===== src/rtl/gpio_pkg.sv =====
package gpio_pkg;

    // Byte offset of the direction register
    localparam logic [31:0] DIR_BYTE_OFFSET = 32'h0000_0400;

    // Which register an access selects
    typedef enum logic [1:0] {
        SEL_NONE = 2'd0,
        SEL_DATA = 2'd1,
        SEL_DIR  = 2'd2
    } sel_e;

endpackage


===== src/rtl/gpio_sync.sv =====
module gpio_sync #(
    parameter int unsigned WIDTH  = 8,
    parameter int unsigned STAGES = 2
) (
    input  logic             clk,
    input  logic             rst_n,
    input  logic [WIDTH-1:0] async_in,
    output logic [WIDTH-1:0] sync_out
);

    typedef logic [WIDTH-1:0] stage_t;

    stage_t stage_q [STAGES];
    stage_t stage_d [STAGES];

    always_comb begin
        stage_d[0] = async_in;
        for (int i = 1; i < STAGES; i++) begin
            stage_d[i] = stage_q[i-1];
        end
    end

    always_ff @(posedge clk or negedge rst_n) begin
        if (!rst_n) begin
            for (int i = 0; i < STAGES; i++) begin
                stage_q[i] <= '0;
            end
        end else begin
            for (int i = 0; i < STAGES; i++) begin
                stage_q[i] <= stage_d[i];
            end
        end
    end

    assign sync_out = stage_q[STAGES-1];

endmodule


===== src/rtl/gpio_decode.sv =====
module gpio_decode
    import gpio_pkg::*;
#(
    parameter int unsigned ADDR_W = 12,
    parameter int unsigned PORT_W = 8
) (
    input  logic [ADDR_W-1:0] addr,
    output sel_e              sel,
    output logic [PORT_W-1:0] mask
);

    localparam int unsigned MASK_LO = 2;
    localparam int unsigned MASK_HI = MASK_LO + PORT_W - 1;
    localparam int unsigned WORD_W  = ADDR_W - MASK_LO;
    localparam logic [WORD_W-1:0] DIR_WORD = WORD_W'(DIR_BYTE_OFFSET >> MASK_LO);

    logic [WORD_W-1:0] word_addr;
    logic              in_data_window;
    logic              unused_lsb;

    assign word_addr      = addr[ADDR_W-1:MASK_LO];
    assign mask           = addr[MASK_HI:MASK_LO];
    assign in_data_window = (addr[ADDR_W-1:MASK_HI+1] == '0);
    assign unused_lsb     = ^addr[MASK_LO-1:0];

    always_comb begin
        if (in_data_window) begin
            sel = SEL_DATA;
        end else if (word_addr == DIR_WORD) begin
            sel = SEL_DIR;
        end else begin
            sel = SEL_NONE;
        end
    end

endmodule


===== src/rtl/gpio_readmux.sv =====
module gpio_readmux
    import gpio_pkg::*;
#(
    parameter int unsigned PORT_W = 8,
    parameter int unsigned BUS_W  = 32
) (
    input  sel_e              sel,
    input  logic [PORT_W-1:0] mask,
    input  logic [PORT_W-1:0] data,
    input  logic [PORT_W-1:0] dir,
    input  logic [PORT_W-1:0] pin_sync,
    output logic [BUS_W-1:0]  rd_val
);

    logic [PORT_W-1:0] pin_view;

    // Per bit: stored value for outputs, pad level for inputs
    assign pin_view = (dir & data) | (~dir & pin_sync);

    always_comb begin
        rd_val = '0;
        unique case (sel)
            SEL_DATA: rd_val[PORT_W-1:0] = pin_view & mask;
            SEL_DIR:  rd_val[PORT_W-1:0] = dir;
            default:  rd_val = '0;
        endcase
    end

endmodule


===== src/rtl/mgpio_port.sv =====
module mgpio_port
    import gpio_pkg::*;
#(
    parameter int unsigned ADDR_W      = 12,
    parameter int unsigned BUS_W       = 32,
    parameter int unsigned PORT_W      = 8,
    parameter int unsigned SYNC_STAGES = 2
) (
    input  logic              clk,
    input  logic              rst_n,
    input  logic [ADDR_W-1:0] bus_addr,
    input  logic              bus_we,
    input  logic [BUS_W-1:0]  bus_wdata,
    input  logic              bus_re,
    output logic [BUS_W-1:0]  bus_rdata,
    input  logic [PORT_W-1:0] pad_in,
    output logic [PORT_W-1:0] pad_out,
    output logic [PORT_W-1:0] pad_oe
);

    localparam int unsigned RSV_W = BUS_W - PORT_W;

    typedef struct packed {
        logic [PORT_W-1:0] data;
        logic [PORT_W-1:0] dir;
        logic [BUS_W-1:0]  rdata;
    } state_t;

    state_t            st_d, st_q;
    sel_e              sel;
    logic [PORT_W-1:0] mask;
    logic [PORT_W-1:0] pin_sync;
    logic [BUS_W-1:0]  rd_val;
    logic [PORT_W-1:0] wbyte;
    logic              unused_wdata_hi;

    assign wbyte           = bus_wdata[PORT_W-1:0];
    assign unused_wdata_hi = ^bus_wdata[BUS_W-1:PORT_W];

    gpio_sync #(
        .WIDTH  (PORT_W),
        .STAGES (SYNC_STAGES)
    ) u_sync (
        .clk      (clk),
        .rst_n    (rst_n),
        .async_in (pad_in),
        .sync_out (pin_sync)
    );

    gpio_decode #(
        .ADDR_W (ADDR_W),
        .PORT_W (PORT_W)
    ) u_decode (
        .addr (bus_addr),
        .sel  (sel),
        .mask (mask)
    );

    gpio_readmux #(
        .PORT_W (PORT_W),
        .BUS_W  (BUS_W)
    ) u_readmux (
        .sel      (sel),
        .mask     (mask),
        .data     (st_q.data),
        .dir      (st_q.dir),
        .pin_sync (pin_sync),
        .rd_val   (rd_val)
    );

    always_comb begin
        st_d       = st_q;
        st_d.rdata = '0;
        if (bus_we) begin
            unique case (sel)
                SEL_DATA: st_d.data = (st_q.data & ~mask) | (wbyte & mask);
                SEL_DIR:  st_d.dir  = wbyte;
                default:  ;
            endcase
        end
        if (bus_re) begin
            st_d.rdata = rd_val;
        end
    end

    always_ff @(posedge clk or negedge rst_n) begin
        if (!rst_n) begin
            st_q <= '0;
        end else begin
            st_q <= st_d;
        end
    end

    assign bus_rdata = st_q.rdata;
    assign pad_out   = st_q.data;
    assign pad_oe    = st_q.dir;

    // masked-off data bits survive a data-window write
    p_mask_write_r2: assert property (@(posedge clk) disable iff (!rst_n)
        (bus_we && sel == SEL_DATA) |=> (((st_q.data ^ $past(st_q.data)) & ~$past(mask)) == '0))
        else $error("p_mask_write_r2");

    // masked-off bits read as zero
    p_read_masked_r3: assert property (@(posedge clk) disable iff (!rst_n)
        (bus_re && sel == SEL_DATA) |=> ((bus_rdata[PORT_W-1:0] & ~$past(mask)) == '0))
        else $error("p_read_masked_r3");

    // direction register loads the written byte
    p_dir_write_r7: assert property (@(posedge clk) disable iff (!rst_n)
        (bus_we && sel == SEL_DIR) |=> (pad_oe == $past(wbyte)))
        else $error("p_dir_write_r7");

    // reserved read bits are always zero
    p_reserved_zero_r8: assert property (@(posedge clk) disable iff (!rst_n)
        bus_rdata[BUS_W-1:PORT_W] == RSV_W'(0))
        else $error("p_reserved_zero_r8");

    // writes outside both registers leave state alone
    p_miss_noeffect_r9: assert property (@(posedge clk) disable iff (!rst_n)
        (bus_we && sel == SEL_NONE) |=> ($stable(pad_out) && $stable(pad_oe)))
        else $error("p_miss_noeffect_r9");

    // read data is zero after an edge with no read
    p_idle_rdata_r11: assert property (@(posedge clk) disable iff (!rst_n)
        !bus_re |=> (bus_rdata == '0))
        else $error("p_idle_rdata_r11");

endmodule


===== config.mk =====
export PLATFORM = sky130hd
export DESIGN_NAME = mgpio_port
export DESIGN_NICKNAME = d
export VERILOG_FILES = /design/src/rtl/gpio_pkg.sv /design/src/rtl/gpio_sync.sv /design/src/rtl/gpio_decode.sv /design/src/rtl/gpio_readmux.sv /design/src/rtl/mgpio_port.sv
export SDC_FILE = /design/constraint.sdc
export NUM_CORES = 1
export LEC_CHECK = 0
export ABC_AREA = 1
export BUFFER_PORTS_ARGS = -buffer_cell sky130_fd_sc_hd__buf_2
export CAP_MARGIN = 0
export CORE_MARGIN = 2
export CORE_UTILIZATION = 39
export DETAILED_ROUTE_END_ITERATION = 16
export PLACE_DENSITY_LB_ADDON = 0.12
export SLEW_MARGIN = 0
export SYNTH_ARGS = -nofsm -noshare
export SYNTH_HDL_FRONTEND = slang
export SYNTH_SLANG_ARGS = --single-unit

===== constraint.sdc =====
create_clock -name clk -period 0.8 [get_ports clk]
set_clock_uncertainty 0.1 [all_clocks]
set_input_delay 0.04 -clock clk [delete_from_list [all_inputs] [get_ports clk]]
set_output_delay 0.04 -clock clk [all_outputs]
set_load 0.005 [all_outputs]

==> flow_summary.json <==
{
  "rows": 24,
  "finalNetCount": 369,
  "critPathMaxStageDelay_ps": 430,
  "grt_util_all_layers_pct": 19.3,
  "synthesis.yosys.warnings": 0,
  "worst_ep_required_time_ps": 910,
  "globalRoute.totalOverflow": 0,
  "routability_congestion_estimate": 0.774,
  "cts_root_buffer": "sky130_fd_sc_hd__clkbuf_8",
  "grt.met3_usage_pct": 4.36,
  "worst_path_max_delay_cell": "sky130_fd_sc_hd__dfrtp_1",
  "vias": 1696,
  "timing.critical_path.buf_inv": 1,
  "totalWireLength_um": 4750,
  "report.power.total_mw": 4.75,
  "power_per_cell_area_mw_per_mm2": 1600,
  "violations": "setup timing",
  "busiest_layer": "met2",
  "worst-r2r-setup-slack_ps": -310,
  "global_routing_usage_on_met1_pct": 23.8,
  "place.detailed.hpwl_um": 2910,
  "timing_hold_violations_final": 0,
  "num_io_pins": 104,
  "clk_pin_slew_ps": 70,
  "cts.htree.levels": 2,
  "timing.final.ws_setup_ps": -313,
  "placeableCoreArea_mm2": 0.00435,
  "synthDistinctLibCells": 15,
  "r2r-end": "bus_rdata[7]",
  "critical_path.cell_chain": "buf_4 > o21ai_2 > nand3_1 > a21oi_1",
  "r2r.worst_path.cells": 4,
  "remaining_drc_errors": 0,
  "synth_register_bits": 40,
  "clk_path_buf_depth": 2,
  "tritoncts": "built",
  "utilization_pct": 68.2,
  "critPathLaunchType": "register",
  "number_of_global_route_vias_before_repair": 1737,
  "dieHeight_um": 71.5,
  "finish.cell_count_without_fillers": 366,
  "post_route_cells_drive_above_1_share_pct": 46.8,
  "peakVddDrop_uv": 1230,
  "drv.max_cap_violation_count": 0,
  "syn-cell-area_mm2": 0.00177,
  "timing.final.max_slew_violations": 0,
  "gr-usage-met2_pct": 32.6,
  "die_w_um": 71.5,
  "placedCellCount": 318,
  "first_pass_grt_wire_length_um": 7560,
  "detailedRoute.firstIterationViolations": 98,
  "max_fanout_on_critical_path": 3,
  "run_status": "finished with violations",
  "rr_startpoint": "pad_oe[7]",
  "antenna_cells_inserted": 0,
  "place.port_buffers": 53,
  "clock_insertion_delay_worst_skew_ps": 290,
  "worst_hold_path_cell_count": 4,
  "synth_seq_area_share_pct": 56.4,
  "power_leakage_nw": 1.57,
  "critical_path_depth": 4,
  "final_period_minus_worst_setup_slack_ps": 1110,
  "startpoint_of_the_lowest_slack_hold_path": "bus_addr[4]",
  "finalCritPeriodShare_pct": 139,
  "worst_setup_path_end_kind": "register",
  "grt_start_max_net_pins": 41,
  "timing.hold.ws_ps": 3.23,
  "first_pass_iters": 4,
  "syn-mean-instance-area_um2": 9.54,
  "antenna_found_initial": 0,
  "synthesis.instances": 186,
  "drt-wirelength-per-cell_um": 13.0,
  "critPathKind": "register to register",
  "initial_utilization_pct": 40.7,
  "yosysTopAreaCellShare_pct": 56.4,
  "cts_buffers": 5,
  "min-delay-path-class": "input pin to register",
  "critPathArrivalTime_ps": 1220,
  "critical_path.top_delay_family": "flip-flops",
  "finalSetupViolations": 47,
  "synthToLayoutAreaGrowth_pct": 67.3,
  "fmaxAchievable_mhz": 899,
  "design.die.area_mm2": 0.00511,
  "rsz0062_at_grt": "true",
  "synth_area_leaders": "sky130_fd_sc_hd__dfrtp_1, sky130_fd_sc_hd__buf_4, sky130_fd_sc_hd__nand2_1",
  "yosysTopAreaCell": "sky130_fd_sc_hd__dfrtp_1",
  "post_drt_via_cell_ratio": 4.63,
  "route.antenna.remaining_nets": 0,
  "numClockSinks": 40
}
-- area by class of cell --
cell class | instances | area, um2
clock buffers | 6 | 82.6
clock inverters | 2 | 10.0
fillers | 335 | 1390
inverters | 10 | 45.0
multi-input cells | 133 | 713
flip-flops and latches | 40 | 1000
well taps | 52 | 65.1
repair buffers | 123 | 1050
-- how the worst max path moves through the flow --
stage / startpoint / endpoint / slack, ps
after floorplan: bus_we / register / -120
after global placement: bus_addr[3] / bus_rdata[2] / -330
after detailed placement: bus_addr[3] / bus_rdata[4] / -380
after CTS: pad_oe[7] / bus_rdata[7] / -280
after global routing: pad_oe[7] / bus_rdata[7] / -320
final: pad_oe[7] / bus_rdata[7] / -310
-- tightest hold or removal path, cell delays in order --
cell	delay [ps]
sky130_fd_sc_hd__buf_2	90
sky130_fd_sc_hd__buf_4	110
sky130_fd_sc_hd__nand3_1	60
sky130_fd_sc_hd__nand2_1	60
-- power by group --
part	total, mW	switching, mW	internal (mW)	leakage, nW
combinational	1.15	0.455	0.693	1.01
clock	1.37	0.687	0.688	0.0510
sequential	2.23	0.0771	2.15	0.509
total	4.75	1.22	3.53	1.57
-- kinds of logic after synthesis --
group,count (synthesis),share of synthesized area (%)
compound gates,16,4.51
simple gates,93,25.7
flops,40,56.4
buf+inv,36,13.1
other cells,1,0.211
-- layout by cell type, fill, tap and decap left out, drive strengths merged --
| master | instances |
|---|---|
| conb | 24 |
| nand3 | 33 |
| buf | 105 |
| o21ai | 8 |
| a21oi | 8 |
| dfrtp | 40 |
| clkinv | 2 |
| nand2 | 51 |
| inv | 10 |
| dlygate4sd3 | 18 |
| nor3b | 1 |
| clkbuf | 6 |
| nor2 | 8 |
-- cell usage after synthesis --
cell,instances
sky130_fd_sc_hd__nor2_4,2
sky130_fd_sc_hd__a21oi_1,8
sky130_fd_sc_hd__dfrtp_1,40
sky130_fd_sc_hd__nor2_8,1
sky130_fd_sc_hd__nor3b_4,1
sky130_fd_sc_hd__buf_4,26
sky130_fd_sc_hd__nand3_4,1
sky130_fd_sc_hd__nand2_1,50
sky130_fd_sc_hd__nor2_1,5
sky130_fd_sc_hd__nand2_4,1
sky130_fd_sc_hd__conb_1,1
sky130_fd_sc_hd__inv_1,9
sky130_fd_sc_hd__inv_2,1
sky130_fd_sc_hd__nand3_1,32
sky130_fd_sc_hd__o21ai_0,8
-- timing repair --
| item | in CTS | in global routing |
|---|---|---|
| hold buffers | 18 | 0 |
| hold endpoints to repair | 65 | 0 |
| setup endpoints to repair | 42 | 48 |
| pin swaps | 10 | 11 |
| buffers inserted | 15 | 7 |
| resized for setup | 47 | 25 |
-- through the flow --
stage,TNS [ps],instance area (um2),setup slack (ps)
2_1_floorplan,-1880,1890,-122
3_3_place_gp,-5770,2250,-330
3_5_place_dp,-6230,2250,-378
4_1_cts,-7580,2830,-283
5_1_grt,-9830,2970,-319
6_report,-8310,2970,-313
-- routing by layer --
layer | wire (um) | part of all wire [%]
met2 | 2490 | 52
met4 | 90 | 1.9
met5 | 0 | 0
met1 | 1870 | 39
met3 | 299 | 6.3
Note: power is estimated with default switching activity, not from simulation.
